--- src/rtl/int_alu_pkg.sv ---
package int_alu_pkg;

    typedef enum logic [4:0] {
        OP_ADDW = 5'd0,  OP_ADDT = 5'd1,  OP_SUBW = 5'd2,  OP_SUBT = 5'd3,
        OP_AND  = 5'd4,  OP_OR   = 5'd5,  OP_XOR  = 5'd6,  OP_NOR  = 5'd7,
        OP_SLLI = 5'd8,  OP_SRLI = 5'd9,  OP_SRAI = 5'd10,
        OP_SLLV = 5'd11, OP_SRLV = 5'd12, OP_SRAV = 5'd13,
        OP_CLZ  = 5'd14, OP_CLO  = 5'd15,
        OP_EQ   = 5'd16, OP_NE   = 5'd17, OP_GES  = 5'd18, OP_GEU  = 5'd19,
        OP_LTS  = 5'd20, OP_LTU  = 5'd21,
        OP_GEZ  = 5'd22, OP_GTZ  = 5'd23, OP_LEZ  = 5'd24, OP_LTZ  = 5'd25
    } alu_op_e;

    typedef enum logic [1:0] {
        SH_LEFT  = 2'd0,
        SH_RLOG  = 2'd1,
        SH_RARI  = 2'd2
    } shift_kind_e;

    localparam int unsigned FIRST_CMP = 16;

endpackage

--- src/rtl/alu_addsub.sv ---
module alu_addsub #(
    parameter int W = 32
) (
    input  logic [W-1:0] a_i,
    input  logic [W-1:0] b_i,
    input  logic         sub_i,
    output logic [W-1:0] sum_o,
    output logic         sovf_o
);
    logic [W-1:0] b_eff;
    logic         same_in_sign;

    always_comb begin
        b_eff        = sub_i ? ~b_i : b_i;
        sum_o        = a_i + b_eff + {{(W-1){1'b0}}, sub_i};
        // add: operands agree in sign; sub: operands disagree
        same_in_sign = (a_i[W-1] == b_eff[W-1]);
        sovf_o       = same_in_sign && (sum_o[W-1] != a_i[W-1]);
    end
endmodule

--- src/rtl/alu_shifter.sv ---
module alu_shifter
    import int_alu_pkg::*;
#(
    parameter int W  = 32,
    localparam int SW = $clog2(W)
) (
    input  logic [W-1:0]  val_i,
    input  logic [SW-1:0] amt_i,
    input  shift_kind_e   kind_i,
    output logic [W-1:0]  res_o
);
    always_comb begin
        unique case (kind_i)
            SH_LEFT: res_o = val_i << amt_i;
            SH_RLOG: res_o = val_i >> amt_i;
            SH_RARI: res_o = W'($signed(val_i) >>> amt_i);
            default: res_o = '0;
        endcase
    end
endmodule

--- src/rtl/alu_lead_count.sv ---
module alu_lead_count #(
    parameter int W     = 32,
    parameter bit ONES  = 1'b0,
    localparam int CW   = $clog2(W) + 1
) (
    input  logic [W-1:0]  val_i,
    output logic [CW-1:0] cnt_o
);
    logic [W-1:0] scan;

    generate
        if (ONES) begin : g_ones
            assign scan = ~val_i;
        end else begin : g_zeros
            assign scan = val_i;
        end
    endgenerate

    always_comb begin
        logic found;
        found = 1'b0;
        cnt_o = CW'(W);
        for (int i = W - 1; i >= 0; i--) begin
            if (!found && scan[i]) begin
                found = 1'b1;
                cnt_o = CW'(W - 1 - i);
            end
        end
    end
endmodule

--- src/rtl/alu_compare.sv ---
module alu_compare #(
    parameter int W = 32
) (
    input  logic [W-1:0] a_i,
    input  logic [W-1:0] b_i,
    input  logic [3:0]   sel_i,
    output logic         hit_o
);
    logic eq, lt_s, lt_u, a_neg, a_zero;

    always_comb begin
        eq     = (a_i == b_i);
        lt_u   = (a_i < b_i);
        lt_s   = ($signed(a_i) < $signed(b_i));
        a_neg  = a_i[W-1];
        a_zero = (a_i == '0);
        unique case (sel_i)
            4'd0:    hit_o = eq;
            4'd1:    hit_o = !eq;
            4'd2:    hit_o = !lt_s;
            4'd3:    hit_o = !lt_u;
            4'd4:    hit_o = lt_s;
            4'd5:    hit_o = lt_u;
            4'd6:    hit_o = !a_neg;
            4'd7:    hit_o = !a_neg && !a_zero;
            4'd8:    hit_o = a_neg || a_zero;
            4'd9:    hit_o = a_neg;
            default: hit_o = 1'b0;
        endcase
    end
endmodule

--- src/rtl/int_alu.sv ---
module int_alu
    import int_alu_pkg::*;
#(
    parameter int W  = 32,
    localparam int SW = $clog2(W),
    localparam int CW = SW + 1
) (
    input  logic [4:0]    op_i,
    input  logic [W-1:0]  a_i,
    input  logic [W-1:0]  b_i,
    input  logic [SW-1:0] shamt_i,
    output logic [W-1:0]  result_o,
    output logic          ovf_o,
    output logic          wr_en_o
);
    logic [W-1:0]  sum;
    logic          sovf;
    logic          is_sub;
    logic          is_trap;
    logic [SW-1:0] sh_amt;
    shift_kind_e   sh_kind;
    logic [W-1:0]  sh_res;
    logic [CW-1:0] clz_cnt, clo_cnt;
    logic [3:0]    cmp_sel;
    logic          cmp_hit;

    always_comb begin
        is_sub  = (op_i == OP_SUBW) || (op_i == OP_SUBT);
        is_trap = (op_i == OP_ADDT) || (op_i == OP_SUBT);
        // variable shifts take the amount from A, immediate ones from shamt_i
        sh_amt  = (op_i >= OP_SLLV) ? a_i[SW-1:0] : shamt_i;
        unique case (op_i)
            OP_SRLI, OP_SRLV: sh_kind = SH_RLOG;
            OP_SRAI, OP_SRAV: sh_kind = SH_RARI;
            default:          sh_kind = SH_LEFT;
        endcase
        cmp_sel = 4'(op_i - 5'(FIRST_CMP));
    end

    alu_addsub #(.W(W)) u_addsub (
        .a_i    (a_i),
        .b_i    (b_i),
        .sub_i  (is_sub),
        .sum_o  (sum),
        .sovf_o (sovf)
    );

    alu_shifter #(.W(W)) u_shift (
        .val_i  (b_i),
        .amt_i  (sh_amt),
        .kind_i (sh_kind),
        .res_o  (sh_res)
    );

    alu_lead_count #(.W(W), .ONES(1'b0)) u_clz (
        .val_i (a_i),
        .cnt_o (clz_cnt)
    );

    alu_lead_count #(.W(W), .ONES(1'b1)) u_clo (
        .val_i (a_i),
        .cnt_o (clo_cnt)
    );

    alu_compare #(.W(W)) u_cmp (
        .a_i   (a_i),
        .b_i   (b_i),
        .sel_i (cmp_sel),
        .hit_o (cmp_hit)
    );

    always_comb begin
        unique case (op_i)
            OP_ADDW, OP_ADDT, OP_SUBW, OP_SUBT: result_o = sum;
            OP_AND:  result_o = a_i & b_i;
            OP_OR:   result_o = a_i | b_i;
            OP_XOR:  result_o = a_i ^ b_i;
            OP_NOR:  result_o = ~(a_i | b_i);
            OP_SLLI, OP_SRLI, OP_SRAI,
            OP_SLLV, OP_SRLV, OP_SRAV:          result_o = sh_res;
            OP_CLZ:  result_o = W'(clz_cnt);
            OP_CLO:  result_o = W'(clo_cnt);
            OP_EQ, OP_NE, OP_GES, OP_GEU, OP_LTS, OP_LTU,
            OP_GEZ, OP_GTZ, OP_LEZ, OP_LTZ:     result_o = W'(cmp_hit);
            default: result_o = '0;
        endcase
        ovf_o   = is_trap && sovf;
        wr_en_o = !ovf_o;
    end
endmodule

--- config.mk ---
export PLATFORM = sky130hd
export DESIGN_NAME = int_alu
export DESIGN_NICKNAME = d
export VERILOG_FILES = /design/src/rtl/int_alu_pkg.sv /design/src/rtl/alu_addsub.sv /design/src/rtl/alu_shifter.sv /design/src/rtl/alu_lead_count.sv /design/src/rtl/alu_compare.sv /design/src/rtl/int_alu.sv
export SDC_FILE = /design/constraint.sdc
export NUM_CORES = 1
export LEC_CHECK = 0
export CORE_ASPECT_RATIO = 1.1
export CORE_MARGIN = 2
export CORE_UTILIZATION = 55
export DETAILED_ROUTE_END_ITERATION = 8
export GPL_TIMING_DRIVEN = 1
export PLACE_DENSITY = 0.91
export SLEW_MARGIN = 25
export SYNTH_ARGS = -nofsm -noshare
export SYNTH_HDL_FRONTEND = slang
export SYNTH_SLANG_ARGS = --single-unit
--- constraint.sdc ---
create_clock -name vclk -period 4.5
set_input_delay 0.45 -clock vclk [all_inputs]
set_output_delay 0.45 -clock vclk [all_outputs]
set_load 0.01 [all_outputs]
==> results of run 1 <==
[cells in the mapped netlist, types with 5 or more instances]
cell type  count  area [um2]
o221ai_1      16       140.1
a21oi_1      110       550.5
nor2_1        99       371.6
mux2i_1      145        1451
buf_1          9       33.78
o21bai_1       5       37.54
xnor2_1       46       402.9
o31ai_1        7       52.55
nand2b_1      12       75.07
nand4_1       29       181.4
a32oi_1        9       78.83
a21o_1        13       97.59
a211o_1        5       43.79
nor4_1        14       87.58
ha_1         126        1577
buf_2         18       90.09
or3_1          9       56.30
nor3_1        26       130.1
a211oi_1      23       172.7
o22ai_1       34       212.7
nand3_1       26       130.1
o211ai_1      31       232.7
mux2_2        12       135.1
a22oi_1       30       225.2
and2_1         8       50.05
nand3b_1       5       37.54
a311oi_1       6       52.55
xor2_1        11       96.34
o32ai_1        7       61.31
a31oi_1       15       93.84
nand2_1      170       638.1
o21ai_0      125       625.6
inv_1         98       367.9
nor2b_1        9       56.30
buf_6          5       56.30
a221oi_1       8       70.07
clkbuf_1      51       191.4
and3_1        13       81.33
[metal layers]
layer  track usage (%)  GRT overflow
met2             83.33             0
met4             64.07             1
met1             62.30             0
met5             29.10             0
met3             48.90             0
[per-stage QoR]
step | utilization [%] | setup WS, ns | instances | instance area (um2) | hold slack [ns]
detailed placement | 76.27 | -0.6456 | 2054 | 13430 | 2.011
floorplan | - | 0.2008 | 1465 | 9853 | 1.191
global placement | 76.27 | -0.5478 | 2054 | 13430 | 1.993
CTS | 77.81 | -0.1814 | 2064 | 13700 | 1.756
[cell families after synthesis]
family,count (synthesis),share of synthesized area (%)
mux,166,17.73
buf+inv,187,8.114
xor+xnor,57,5.067
compound gates,486,31.67
fa+ha+maj,127,16.20
simple gates,442,21.22
[timing repair]
action | CTS
endpoints found under the setup margin | 34
gates resized for setup | 97
cloned | 1
hold endpoints to repair | 0
pin swaps | 25
buffers inserted | 9
==> impl_metrics.json, run 1 <==
{
  "rows": 51,
  "stop_stage": "global routing (5_1_grt)",
  "seq_area_frac_synth_pct": 0,
  "synth_fp_nets": 1666,
  "start_util_pct": 55.95,
  "synth_cell_types": 81,
  "grt_use_total_pct": 64.44,
  "die_w_um": 131.6,
  "tool.error": "[ERROR GRT-0116] Global routing finished with congestion. Check the congestion regions in the DRC Viewer.",
  "io_pins": 108,
  "io_buffers": 108,
  "die_h_um": 144.4,
  "syn_inst": 1465,
  "grt_pass1_wl_um": 93410,
  "gp_routability_congestion": 1.449,
  "outcome": "aborted with a tool error",
  "first_global_vias": 16800,
  "ctsHoldBuffers": 0,
  "yosys_warnings": 0,
  "netlist_area_mm2": 0.009853,
  "grt-ovfl-total": 1,
  "postSynthAreaPerCell_um2": 6.726,
  "grt_max_degree": 72,
  "dp_hpwl_um": 41300
}
==> run 2, diff against run 1 <==
- CORE_ASPECT_RATIO: 1.1 -> not set
- CORE_UTILIZATION: 55 -> 40
- PLACE_DENSITY: 0.91 -> not set
- PLACE_DENSITY_LB_ADDON: not set -> 0.15
- clock period: 4.5 -> 5.85 ns (I/O delays scaled with it)
==> run 2 against run 1 <==
The run now ends clean. Synthesized cell count stayed put. Area after synthesis is the same.
==> impl_metrics.json, run 2 <==
{
  "wl_per_cell_um": 27.68,
  "holdPathStages": 5,
  "core_area_mm2": 0.02425,
  "final_util_pct": 48.74,
  "timing.final.crit_share_pct": 95.83,
  "synth_top_cells_by_count": "170 x nand2_1, 145 x mux2i_1, 126 x ha_1",
  "ctsHoldBuffers": 0,
  "drcViolationCount": 0,
  "drt_iter0_drc": 1623,
  "mostFrequentLayoutCells": "170 x nand2_1, 142 x mux2i_1, 125 x ha_1",
  "firstDrtPassIters": 8,
  "n_sequential_cell": 0,
  "die_h_um": 161.0,
  "synth_top_area_cell": "ha_1",
  "netlist_area_mm2": 0.009853,
  "synthMuxAreaShare_pct": 17.73,
  "io_pins": 108,
  "grt_max_degree": 98,
  "grt_use_total_pct": 39.93,
  "synth_fp_nets": 1666,
  "hold_violations": 0,
  "start_util_pct": 40.63,
  "final_nets": 1797,
  "dp_hpwl_um": 43400,
  "multi_input_area_mm2": 0.009106,
  "crit_type": "in2out",
  "synth_top_family_by_area": "compound AO/OA/AOI/OAI gates",
  "routed-via-count": 12540,
  "synth-xor-area-share_pct": 5.067,
  "placed_cell_area_mm2": 0.01181,
  "syn_inst": 1465,
  "postSynthAreaPerCell_um2": 6.726,
  "hp-class": "in2out",
  "grt-ovfl-total": 0,
  "syn_to_final_growth_pct": 19.95,
  "yosys.area_share.adder_pct": 16.20,
  "seq_area_frac_synth_pct": 0,
  "via_per_inst": 6.533,
  "fill_cells": 2594,
  "timing.max_cap.violations": 0,
  "tns_ns": 0,
  "drv_slew": 0,
  "die_w_um": 161.0,
  "gp_routability_congestion": 1.081,
  "maxSlewHeadroom_pct": 30.40,
  "rsz0062_at_grt": "no",
  "start_kind": "primary input",
  "first_global_vias": 11780,
  "period_needed_ns": 5.606,
  "synth-simple-area-share_pct": 21.22,
  "yosys_warnings": 0,
  "synth_most_common_cell": "nand2_1",
  "drive_above_1_share_pct": 9.536,
  "regArea_um2": 0,
  "critPathArrivalTime_ns": 5.02,
  "endpoint_kind": "primary output",
  "synth_top_area_share_pct": 16.00,
  "cp_max_fo": 3,
  "synth_cell_types": 81,
  "design_area_mm2": 0.01182,
  "netlist_top_cells_area": "ha_1 16%, mux2i_1 15%, nand2_1 6.5%, o21ai_0 6.3%, a21oi_1 5.6%",
  "outcome": "finished clean",
  "n_clock_buffer": 0,
  "cp.required_ns": 5.27,
  "io_buffers": 108,
  "antenna_found_initial": 1,
  "worst_pin_slew_ns": 1.044,
  "synth_compound_area_share_pct": 31.67,
  "die-area_mm2": 0.02590,
  "wl_um": 53110,
  "drt.antenna.violating_nets": 0,
  "rows": 57,
  "finalSetupViolations": 0,
  "fmax_mhz": 178.4,
  "grt_pass1_wl_um": 78150,
  "final_common_cell": "nand2_1"
}
## run 2: cell counts after synthesis
No cell type changed its count.
## run 2: area by class of cell
cell class / instances / area share, %
diodes: 1 / 0.02117
inverters: 98 / 3.112
multi-input cells: 1278 / 77.05
well taps: 324 / 3.430
repair buffers: 218 / 16.39
## run 2: logic make-up (layout without fill, tap and decap cells)
| kind of cell | Yosys count | in the layout |
|---|---|---|
| AOI/OAI and AO/OA | 486 | 486 |
| and+or+nand+nor | 442 | 442 |
| buffers and inverters | 187 | 316 |
| muxes | 166 | 166 |
| adders and majority gates | 127 | 127 |
| xor gates and xnor gates | 57 | 57 |
| other | 0 | 1 |
## run 2: final timing paths
kind	from	to	slack, ns
worst max-delay path	b_i[19]	result_o[0]	0.24
worst min-delay path	a_i[31]	ovf_o	2.44
## run 2: per-layer routing
metal	wire, um	share of wire [%]	track usage, %	vias to the layer above
met1	21830	41	54.29	5976
met3	6085	11	8.936	114
met4	2604	4.9	16.07	0
met2	22600	43	60.94	720
met5	0	0	0	-
li1	-	-	-	5727
## run 2: worst max-delay path, stage by stage
cell and delay, ns:
clkdlybuf4s50_1 0.59, inv_1 0.17, ha_1 0.34, or3_1 0.40, nor4b_1 0.69, and4_1 0.43
nand2_1 0.09, o2111a_1 0.25, and2_1 0.16, a221oi_1 0.28, o221ai_1 0.16, a211o_1 0.37
clkdlybuf4s50_1 0.49
## run 2: timing repair
item / in CTS / in global routing
gates resized for setup: 0 / 4
setup buffers: 0 / 0
endpoints found under the setup margin: 0 / 2
## run 2: per-stage QoR
step | hold WS, ns | std cells | setup WS (ns)
after floorplan | 1.461 | 1465 | 1.281
after global placement | 2.442 | 1918 | 0.3404
after detailed placement | 2.434 | 1918 | 0.2608
after CTS | 2.438 | 1918 | 0.2371
after global routing | 2.479 | 1918 | 0.04354
final | 2.440 | 1919 | 0.2438
